**src/rtl/hrts_pkg.sv**
```systemverilog
package hrts_pkg;

    localparam int LOOP_BITS  = 25;
    localparam int SUB_BITS   = 7;
    localparam int PS_BITS    = $clog2(SUB_BITS + 1);
    localparam int WORD_BITS  = LOOP_BITS + SUB_BITS;
    localparam int SYNC_DEPTH = 2;

    typedef enum logic [1:0] {
        EDGE_NONE = 2'd0,
        EDGE_RISE = 2'd1,
        EDGE_FALL = 2'd2,
        EDGE_BOTH = 2'd3
    } edge_sel_t;

    // Qualify a level change against the polarity selection.
    function automatic logic edge_match(input logic prev, input logic cur,
                                        input logic [1:0] sel);
        logic hit;
        case (edge_sel_t'(sel))
            EDGE_RISE: hit = !prev && cur;
            EDGE_FALL: hit = prev && !cur;
            EDGE_BOTH: hit = prev ^ cur;
            default:   hit = 1'b0;
        endcase
        return hit;
    endfunction

endpackage

```
**src/rtl/hrts_timebase.sv**
```systemverilog
module hrts_timebase
    import hrts_pkg::*;
#(
    parameter int LOOP_W = LOOP_BITS,
    parameter int SUB_W  = SUB_BITS,
    parameter int PS_W   = PS_BITS
) (
    input  logic              clk,
    input  logic              rst,
    input  logic [PS_W-1:0]   prescale_i,
    input  logic [LOOP_W-1:0] loop_max_i,
    output logic [SUB_W-1:0]  hr_cnt_o,
    output logic [LOOP_W-1:0] loop_cnt_o,
    output logic              loop_last_o
);

    localparam logic [SUB_W:0] ONE_EXT = (SUB_W+1)'(1);

    typedef struct packed {
        logic [SUB_W-1:0]  hr;
        logic [LOOP_W-1:0] loop;
    } tb_state_t;

    tb_state_t        st_q, st_d;
    logic [SUB_W:0]   span;
    logic [SUB_W-1:0] sub_top;
    logic             last;

    always_comb begin
        span    = ONE_EXT << prescale_i;
        sub_top = SUB_W'(span - ONE_EXT);
        // >= keeps the counter bounded if the prescale shrinks mid-loop
        last    = (st_q.hr >= sub_top);
        st_d    = st_q;
        if (last) begin
            st_d.hr   = '0;
            st_d.loop = (st_q.loop >= loop_max_i) ? '0 : st_q.loop + 1'b1;
        end else begin
            st_d.hr   = st_q.hr + 1'b1;
        end
    end

    always_ff @(posedge clk) begin
        if (rst) st_q <= '0;
        else     st_q <= st_d;
    end

    assign hr_cnt_o    = st_q.hr;
    assign loop_cnt_o  = st_q.loop;
    assign loop_last_o = last;

endmodule

```
**src/rtl/hrts_edge_detect.sv**
```systemverilog
module hrts_edge_detect
    import hrts_pkg::*;
#(
    parameter int SYNC_STAGES = SYNC_DEPTH
) (
    input  logic       clk,
    input  logic       rst,
    input  logic       pin_i,
    input  logic [1:0] edge_sel_i,
    input  logic       loop_last_i,
    output logic       hr_hit_o,
    output logic       lr_hit_o
);

    typedef struct packed {
        logic [SYNC_STAGES-1:0] sync;
        logic                   prev;
        logic                   lvl;
    } ed_state_t;

    ed_state_t              st_q, st_d;
    logic [SYNC_STAGES-1:0] chain_in;
    logic                   pin_s;

    generate
        for (genvar g = 0; g < SYNC_STAGES; g++) begin : g_sync
            if (g == 0) begin : g_head
                assign chain_in[g] = pin_i;
            end else begin : g_tail
                assign chain_in[g] = st_q.sync[g-1];
            end
        end
    endgenerate

    assign pin_s = st_q.sync[SYNC_STAGES-1];

    always_comb begin
        st_d      = st_q;
        st_d.sync = chain_in;
        st_d.prev = pin_s;
        st_d.lvl  = loop_last_i ? pin_s : st_q.lvl;
    end

    always_ff @(posedge clk) begin
        if (rst) st_q <= '0;
        else     st_q <= st_d;
    end

    // Fine-rate detection: every clock against the previous clock's level.
    assign hr_hit_o = edge_match(st_q.prev, pin_s, edge_sel_i);
    // Loop-rate detection: last clock of a loop against the previous loop's sample.
    assign lr_hit_o = loop_last_i && edge_match(st_q.lvl, pin_s, edge_sel_i);

endmodule

```
**src/rtl/hrts_capture.sv**
```systemverilog
module hrts_capture
    import hrts_pkg::*;
#(
    parameter int LOOP_W = LOOP_BITS,
    parameter int SUB_W  = SUB_BITS,
    parameter int PS_W   = PS_BITS
) (
    input  logic                    clk,
    input  logic                    rst,
    input  logic                    lr_mode_i,
    input  logic [PS_W-1:0]         prescale_i,
    input  logic                    hr_hit_i,
    input  logic                    lr_hit_i,
    input  logic                    loop_last_i,
    input  logic [SUB_W-1:0]        hr_cnt_i,
    input  logic [LOOP_W-1:0]       loop_cnt_i,
    output logic [LOOP_W+SUB_W-1:0] word_o,
    output logic                    valid_o
);

    localparam int WORD_W = LOOP_W + SUB_W;

    typedef struct packed {
        logic                armed;
        logic [SUB_W-1:0]    hr_cap;
        logic [LOOP_W-1:0]   loop_cap;
        logic [WORD_W-1:0]   word;
        logic                valid;
    } cap_state_t;

    cap_state_t       st_q, st_d;
    logic             take_hr;
    logic [PS_W-1:0]  shamt;

    // Left-justify the sub-loop count into the fine field.
    function automatic logic [SUB_W-1:0] justify(input logic [SUB_W-1:0] hr,
                                                 input logic [PS_W-1:0]  sh,
                                                 input logic             zero);
        logic [SUB_W-1:0] f;
        f = hr << sh;
        return zero ? '0 : f;
    endfunction

    always_comb begin
        shamt      = PS_W'(SUB_W) - prescale_i;
        take_hr    = !lr_mode_i && hr_hit_i && !st_q.armed;
        st_d       = st_q;
        st_d.valid = 1'b0;
        if (loop_last_i) begin
            if (lr_mode_i) begin
                if (lr_hit_i) begin
                    st_d.word  = {loop_cnt_i, {SUB_W{1'b0}}};
                    st_d.valid = 1'b1;
                end
            end else if (st_q.armed) begin
                st_d.word  = {st_q.loop_cap, justify(st_q.hr_cap, shamt, 1'b0)};
                st_d.valid = 1'b1;
            end else if (take_hr) begin
                st_d.word  = {loop_cnt_i, justify(hr_cnt_i, shamt, 1'b0)};
                st_d.valid = 1'b1;
            end
            st_d.armed = 1'b0;
        end else if (take_hr) begin
            st_d.armed    = 1'b1;
            st_d.hr_cap   = hr_cnt_i;
            st_d.loop_cap = loop_cnt_i;
        end
    end

    always_ff @(posedge clk) begin
        if (rst) st_q <= '0;
        else     st_q <= st_d;
    end

    assign word_o  = st_q.word;
    assign valid_o = st_q.valid;

endmodule

```
**src/rtl/hr_edge_stamp.sv**
```systemverilog
module hr_edge_stamp
    import hrts_pkg::*;
#(
    parameter int LOOP_W = LOOP_BITS,
    parameter int SUB_W  = SUB_BITS,
    parameter int PS_W   = PS_BITS,
    parameter int SYNC_N = SYNC_DEPTH
) (
    input  logic                    clk,
    input  logic                    rst,
    input  logic                    pin_i,
    input  logic [1:0]              edge_sel_i,
    input  logic                    lr_mode_i,
    input  logic [PS_W-1:0]         prescale_i,
    input  logic [LOOP_W-1:0]       loop_max_i,
    output logic [LOOP_W+SUB_W-1:0] cap_word_o,
    output logic                    cap_valid_o
);

    logic [SUB_W-1:0]  hr_cnt_w;
    logic [LOOP_W-1:0] loop_cnt_w;
    logic              loop_last_w;
    logic              hr_hit_w;
    logic              lr_hit_w;

    hrts_timebase #(.LOOP_W(LOOP_W), .SUB_W(SUB_W), .PS_W(PS_W)) u_tb (
        .clk        (clk),
        .rst        (rst),
        .prescale_i (prescale_i),
        .loop_max_i (loop_max_i),
        .hr_cnt_o   (hr_cnt_w),
        .loop_cnt_o (loop_cnt_w),
        .loop_last_o(loop_last_w)
    );

    hrts_edge_detect #(.SYNC_STAGES(SYNC_N)) u_ed (
        .clk        (clk),
        .rst        (rst),
        .pin_i      (pin_i),
        .edge_sel_i (edge_sel_i),
        .loop_last_i(loop_last_w),
        .hr_hit_o   (hr_hit_w),
        .lr_hit_o   (lr_hit_w)
    );

    hrts_capture #(.LOOP_W(LOOP_W), .SUB_W(SUB_W), .PS_W(PS_W)) u_cap (
        .clk        (clk),
        .rst        (rst),
        .lr_mode_i  (lr_mode_i),
        .prescale_i (prescale_i),
        .hr_hit_i   (hr_hit_w),
        .lr_hit_i   (lr_hit_w),
        .loop_last_i(loop_last_w),
        .hr_cnt_i   (hr_cnt_w),
        .loop_cnt_i (loop_cnt_w),
        .word_o     (cap_word_o),
        .valid_o    (cap_valid_o)
    );

endmodule

```
**config.mk**
```make
export PLATFORM = sky130hd
export DESIGN_NAME = hr_edge_stamp
export DESIGN_NICKNAME = d
export VERILOG_FILES = /design/src/rtl/hrts_pkg.sv /design/src/rtl/hrts_timebase.sv /design/src/rtl/hrts_edge_detect.sv /design/src/rtl/hrts_capture.sv /design/src/rtl/hr_edge_stamp.sv
export SDC_FILE = /design/constraint.sdc
export NUM_CORES = 1
export LEC_CHECK = 0
export ABC_AREA = 1
export ABC_CLOCK_PERIOD_IN_PS = 3200
export BUFFER_PORTS_ARGS = -buffer_cell sky130_fd_sc_hd__buf_2
export CAP_MARGIN = 20
export CORE_MARGIN = 2
export CORE_UTILIZATION = 54
export DETAILED_ROUTE_END_ITERATION = 8
export PLACE_DENSITY = 0.79
export SKIP_CTS_REPAIR_TIMING = 1
export SYNTH_ARGS = -nofsm -noshare
export SYNTH_HDL_FRONTEND = slang
export SYNTH_SLANG_ARGS = --single-unit
```
**constraint.sdc**
```tcl
create_clock -name clk -period 3.2 [get_ports clk]
set_clock_uncertainty 0.15 [all_clocks]
set_input_delay 0.64 -clock clk [delete_from_list [all_inputs] [get_ports clk]]
set_output_delay 0.64 -clock clk [all_outputs]
set_load 0.005 [all_outputs]
```
==> summary.log <==
INFO  outcome        run_status=complete, no violations
INFO  setup_path     timing.critical_path.fanout_max=39
INFO  setup_path     crit_type=in2reg
INFO  synthesis      synth_area_leaders=sky130_fd_sc_hd__dfxtp_1 31%, sky130_fd_sc_hd__nand2_1 15%, sky130_fd_sc_hd__nor2_1 8.9%, sky130_fd_sc_hd__ha_1 7.5%, sky130_fd_sc_hd__inv_1 5.3%
INFO  layout         finalInstanceArea=7020um^2
INFO  layout         post_layout_util=0.592
INFO  clocking       ctsRootBufferMaster=sky130_fd_sc_hd__clkbuf_16
INFO  layout         num_antenna_cells=0
INFO  sta            fmax=347MHz
INFO  floorplan      floorplan.die.height=114um
INFO  floorplan      die_area=12900um^2
INFO  synthesis      synth_top_area_cell=sky130_fd_sc_hd__dfxtp_1
INFO  synthesis      synth.yosys.seq_area_share=0.314
INFO  synthesis      synthDistinctLibCells=36
INFO  power          worst_ir_drop_vdd=0.000250V
INFO  power          powerDensity=387nW/um^2
INFO  layout         mostFrequentLayoutCell=sky130_fd_sc_hd__nand2_1
INFO  placed_design  port-buffer-count=66
INFO  placed_design  place_hpwl=10900um
INFO  sta            tns=0ns
INFO  setup_path     capturing_element_type_of_the_critical_path=flop
INFO  synthesis      synthesis.area_per_instance=6.71um^2
INFO  setup_path     critical_path.slowest_cell=sky130_fd_sc_hd__ha_1
INFO  detailed_routing detail_route.iter0.violations=528
INFO  synthesis      asyncSetResetFlopFracSynth=0
INFO  min_path       worstHoldPathType=reg2reg
INFO  detailed_routing remaining_drc_errors=0
INFO  layout         synth_to_final_area_change=7.93%
INFO  layout         final_nets=1064
INFO  layout         layout.cells.most_common_list=254 x sky130_fd_sc_hd__nand2_1, 154 x sky130_fd_sc_hd__nor2_1, 102 x sky130_fd_sc_hd__dfxtp_1
INFO  global_route   grt_pass1_vias=5565
INFO  setup_path     slowest_delay=0.25ns
INFO  clocking       max-clock-path-buffers=2
INFO  detailed_routing wire_per_inst=13.2um
INFO  floorplan      num_io_pins=67
INFO  layout         final_layout_size_suffix_gt1_frac=0.145
INFO  synthesis      postSynth.topFlopCell=sky130_fd_sc_hd__dfxtp_1
INFO  clocking       clkLatencyLatePin=0.35ns
INFO  floorplan      rows=40
INFO  sta            timing.hold.ws=0.254ns
INFO  detailed_routing total_detailed_routing_wirelength=15100um
INFO  clocking       clock_tree.htree_level_count=3
INFO  global_route   largest_net_degree_at_the_start_of_global_routing=40
INFO  sta            final_min_period_over_clock_period=0.901
INFO  setup_path     worst-endpoint-required=3.32ns
INFO  layout         nFillCells=1060
INFO  sta            max-slew-margin-rel=0.569
INFO  sta            timing.final.crit_period=2.88ns
INFO  placed_design  placed_area=6710um^2
INFO  synthesis      synth_fp_nets=1042
INFO  clocking       clock_tree_from_tritoncts=built
INFO  setup_path     timing.critical_path.arrival=3.00ns
INFO  synthesis      mappedNetlistArea=6500um^2
INFO  synthesis      synth.yosys.warnings=0
INFO  global_route   grt_pass1_wl=25900um
INFO  detailed_routing drtAntennaViolNets=0
INFO  setup_path     setup.worst_path.start_class=input pin
INFO  sta            post-route-worst-setup-slack=0.317ns
INFO  sta            setup_viol_count_final=0
INFO  sta            worst_slew_pin_tran=0.643ns
INFO  clocking       cts.sink_count=102
INFO  global_route   global_route.overflow_total=0
INFO  sta            final-hold-violation-count=0
INFO  detailed_routing drtPass1Iterations=5
INFO  detailed_routing via_per_inst=5.21
INFO  detailed_routing route.vias.total=5948
INFO  sta            rsz0062_at_grt=false
INFO  synthesis      synth-edff-count=0
INFO  setup_path     path_common_cell=sky130_fd_sc_hd__nor2_1
INFO  synthesis      yosys.area.top_type_share=0.314
INFO  placed_design  preCtsSetupSlack=-0.00542ns
INFO  floorplan      die_width=114um
INFO  sta            report.final.slew_viol_count=0
INFO  synthesis      postSynthRegisterBits=102
INFO  clocking       clock_transition_at_path_regs=0.07ns
INFO  global_route   number_of_antenna_violations_at_the_first_check_in_global_routing=0
INFO  global_route   grt_util_all_layers=0.246
INFO  setup_path     critical_path.cell_chain=buf_2, nor2_1, nand2_1, ha_1, nor2_1, nor2_1, nand3_1, ha_1, nand2_1, inv_2, a21oi_2, nand3_2, buf_12, nor2_8, buf_12, nor2_1, a211oi_2
INFO  synthesis      synthesis.instances=969
INFO  clocking       cts-buffers-inserted=9
INFO  placed_design  globalplace.congestion=0.955
INFO  power          power_leakage=3.31nW
INFO  run            timing.max_cap.violations=0
INFO  floorplan      initial_standard_cell_utilization_of_the_core=0.548
INFO  floorplan      placeableCoreArea=11900um^2
-- cells by family (layout without fill, tap and decap cells) --
| kind of cell | after synthesis | in the layout | synth area share |
|---|---|---|---|
| adders and majority gates | 39 | 39 | 0.0750 |
| and+or+nand+nor | 499 | 499 | 0.324 |
| xor gates and xnor gates | 16 | 16 | 0.0216 |
| buffers and inverters | 173 | 199 | 0.134 |
| DFF | 102 | 102 | 0.314 |
| AOI/OAI and AO/OA | 140 | 140 | 0.132 |
-- final cells by class --
type / count / area, um^2 / share of cell area
Clock buffer: 9 / 225 / 0.0321
Sequential cell: 102 / 2040 / 0.291
Inverter: 100 / 375 / 0.0535
Tap cell: 147 / 184 / 0.0262
Multi-Input combinational cell: 694 / 3590 / 0.511
Clock inverter: 6 / 86.3 / 0.0123
Timing Repair Buffer: 84 / 515 / 0.0735
-- worst max-delay path, delay by kind of cell --
kind	cells	cell delay [ns]
and+or+nand+nor	9	0.96
AOI/OAI and AO/OA	2	0.31
adders and majority gates	2	0.49
buffers and inverters	4	0.57
-- per-layer routing --
| layer | share of wire | vias to the layer above | global-route usage |
|---|---|---|---|
| met5 | 0 | - | 0 |
| met4 | 0.022 | 0 | 0.0894 |
| met3 | 0.049 | 35 | 0.0367 |
| met2 | 0.44 | 168 | 0.390 |
| met1 | 0.49 | 2642 | 0.341 |
| li1 | - | 3103 | - |
-- path summary, 6_finish.rpt --
check | to | slack [ns] | start | depth (start not counted)
worst max register to register | u_cap.word_o[11] | 0.86 | u_ed.pin_s | 10
worst min register to register | u_ed.pin_s | 0.25 | u_ed.chain_in[1] | 2
worst max-delay path | u_cap.st_q[57] | 0.32 | prescale_i[0] | 17
worst min-delay path | u_ed.pin_s | 0.25 | u_ed.chain_in[1] | 2
-- metrics by stage --
stage	std cells	total power [mW]
after CTS	1142	2.72
final	1142	2.71
after global routing	1142	2.80
after detailed placement	1127	1.57
after global placement	1127	1.57
after floorplan	969	1.50
-- power by group --
part / switching, mW / internal (mW) / total, mW
clock network: 0.487 / 0.681 / 1.17
logic: 0.157 / 0.0855 / 0.243
registers: 0.0156 / 1.29 / 1.30
-- cells in the mapped netlist, types with 2 or more instances --
| cell type | instances |
|---|---|
| sky130_fd_sc_hd__nor2_1 | 154 |
| sky130_fd_sc_hd__nand3_1 | 58 |
| sky130_fd_sc_hd__a211oi_2 | 17 |
| sky130_fd_sc_hd__nand3_4 | 2 |
| sky130_fd_sc_hd__o21ai_0 | 36 |
| sky130_fd_sc_hd__buf_6 | 6 |
| sky130_fd_sc_hd__o211ai_1 | 4 |
| sky130_fd_sc_hd__inv_1 | 92 |
| sky130_fd_sc_hd__dfxtp_1 | 102 |
| sky130_fd_sc_hd__buf_1 | 3 |
| sky130_fd_sc_hd__buf_4 | 43 |
| sky130_fd_sc_hd__o21ai_1 | 36 |
| sky130_fd_sc_hd__o22ai_1 | 7 |
| sky130_fd_sc_hd__nand2_2 | 4 |
| sky130_fd_sc_hd__buf_2 | 12 |
| sky130_fd_sc_hd__nand3b_1 | 3 |
| sky130_fd_sc_hd__nand3_2 | 4 |
| sky130_fd_sc_hd__nand2_1 | 254 |
| sky130_fd_sc_hd__clkbuf_1 | 9 |
| sky130_fd_sc_hd__nor2_2 | 4 |
| sky130_fd_sc_hd__nor3b_2 | 2 |
| sky130_fd_sc_hd__inv_2 | 7 |
| sky130_fd_sc_hd__ha_1 | 39 |
| sky130_fd_sc_hd__nor3_1 | 5 |
| sky130_fd_sc_hd__nand4_1 | 5 |
| sky130_fd_sc_hd__xor2_1 | 15 |
| sky130_fd_sc_hd__a21oi_1 | 37 |
-- state kept, by name, summed over array words and instances, names as in the netlist --
name             cells
u_ed.st_q            2
u_cap.word_o        32
u_ed.pin_s           1
u_tb.hr_cnt_o        7
u_cap.st_q          33
u_tb.loop_cnt_o     25
u_ed.chain_in        1
u_cap.valid_o        1
Note: power is estimated with default switching activity, not from simulation.
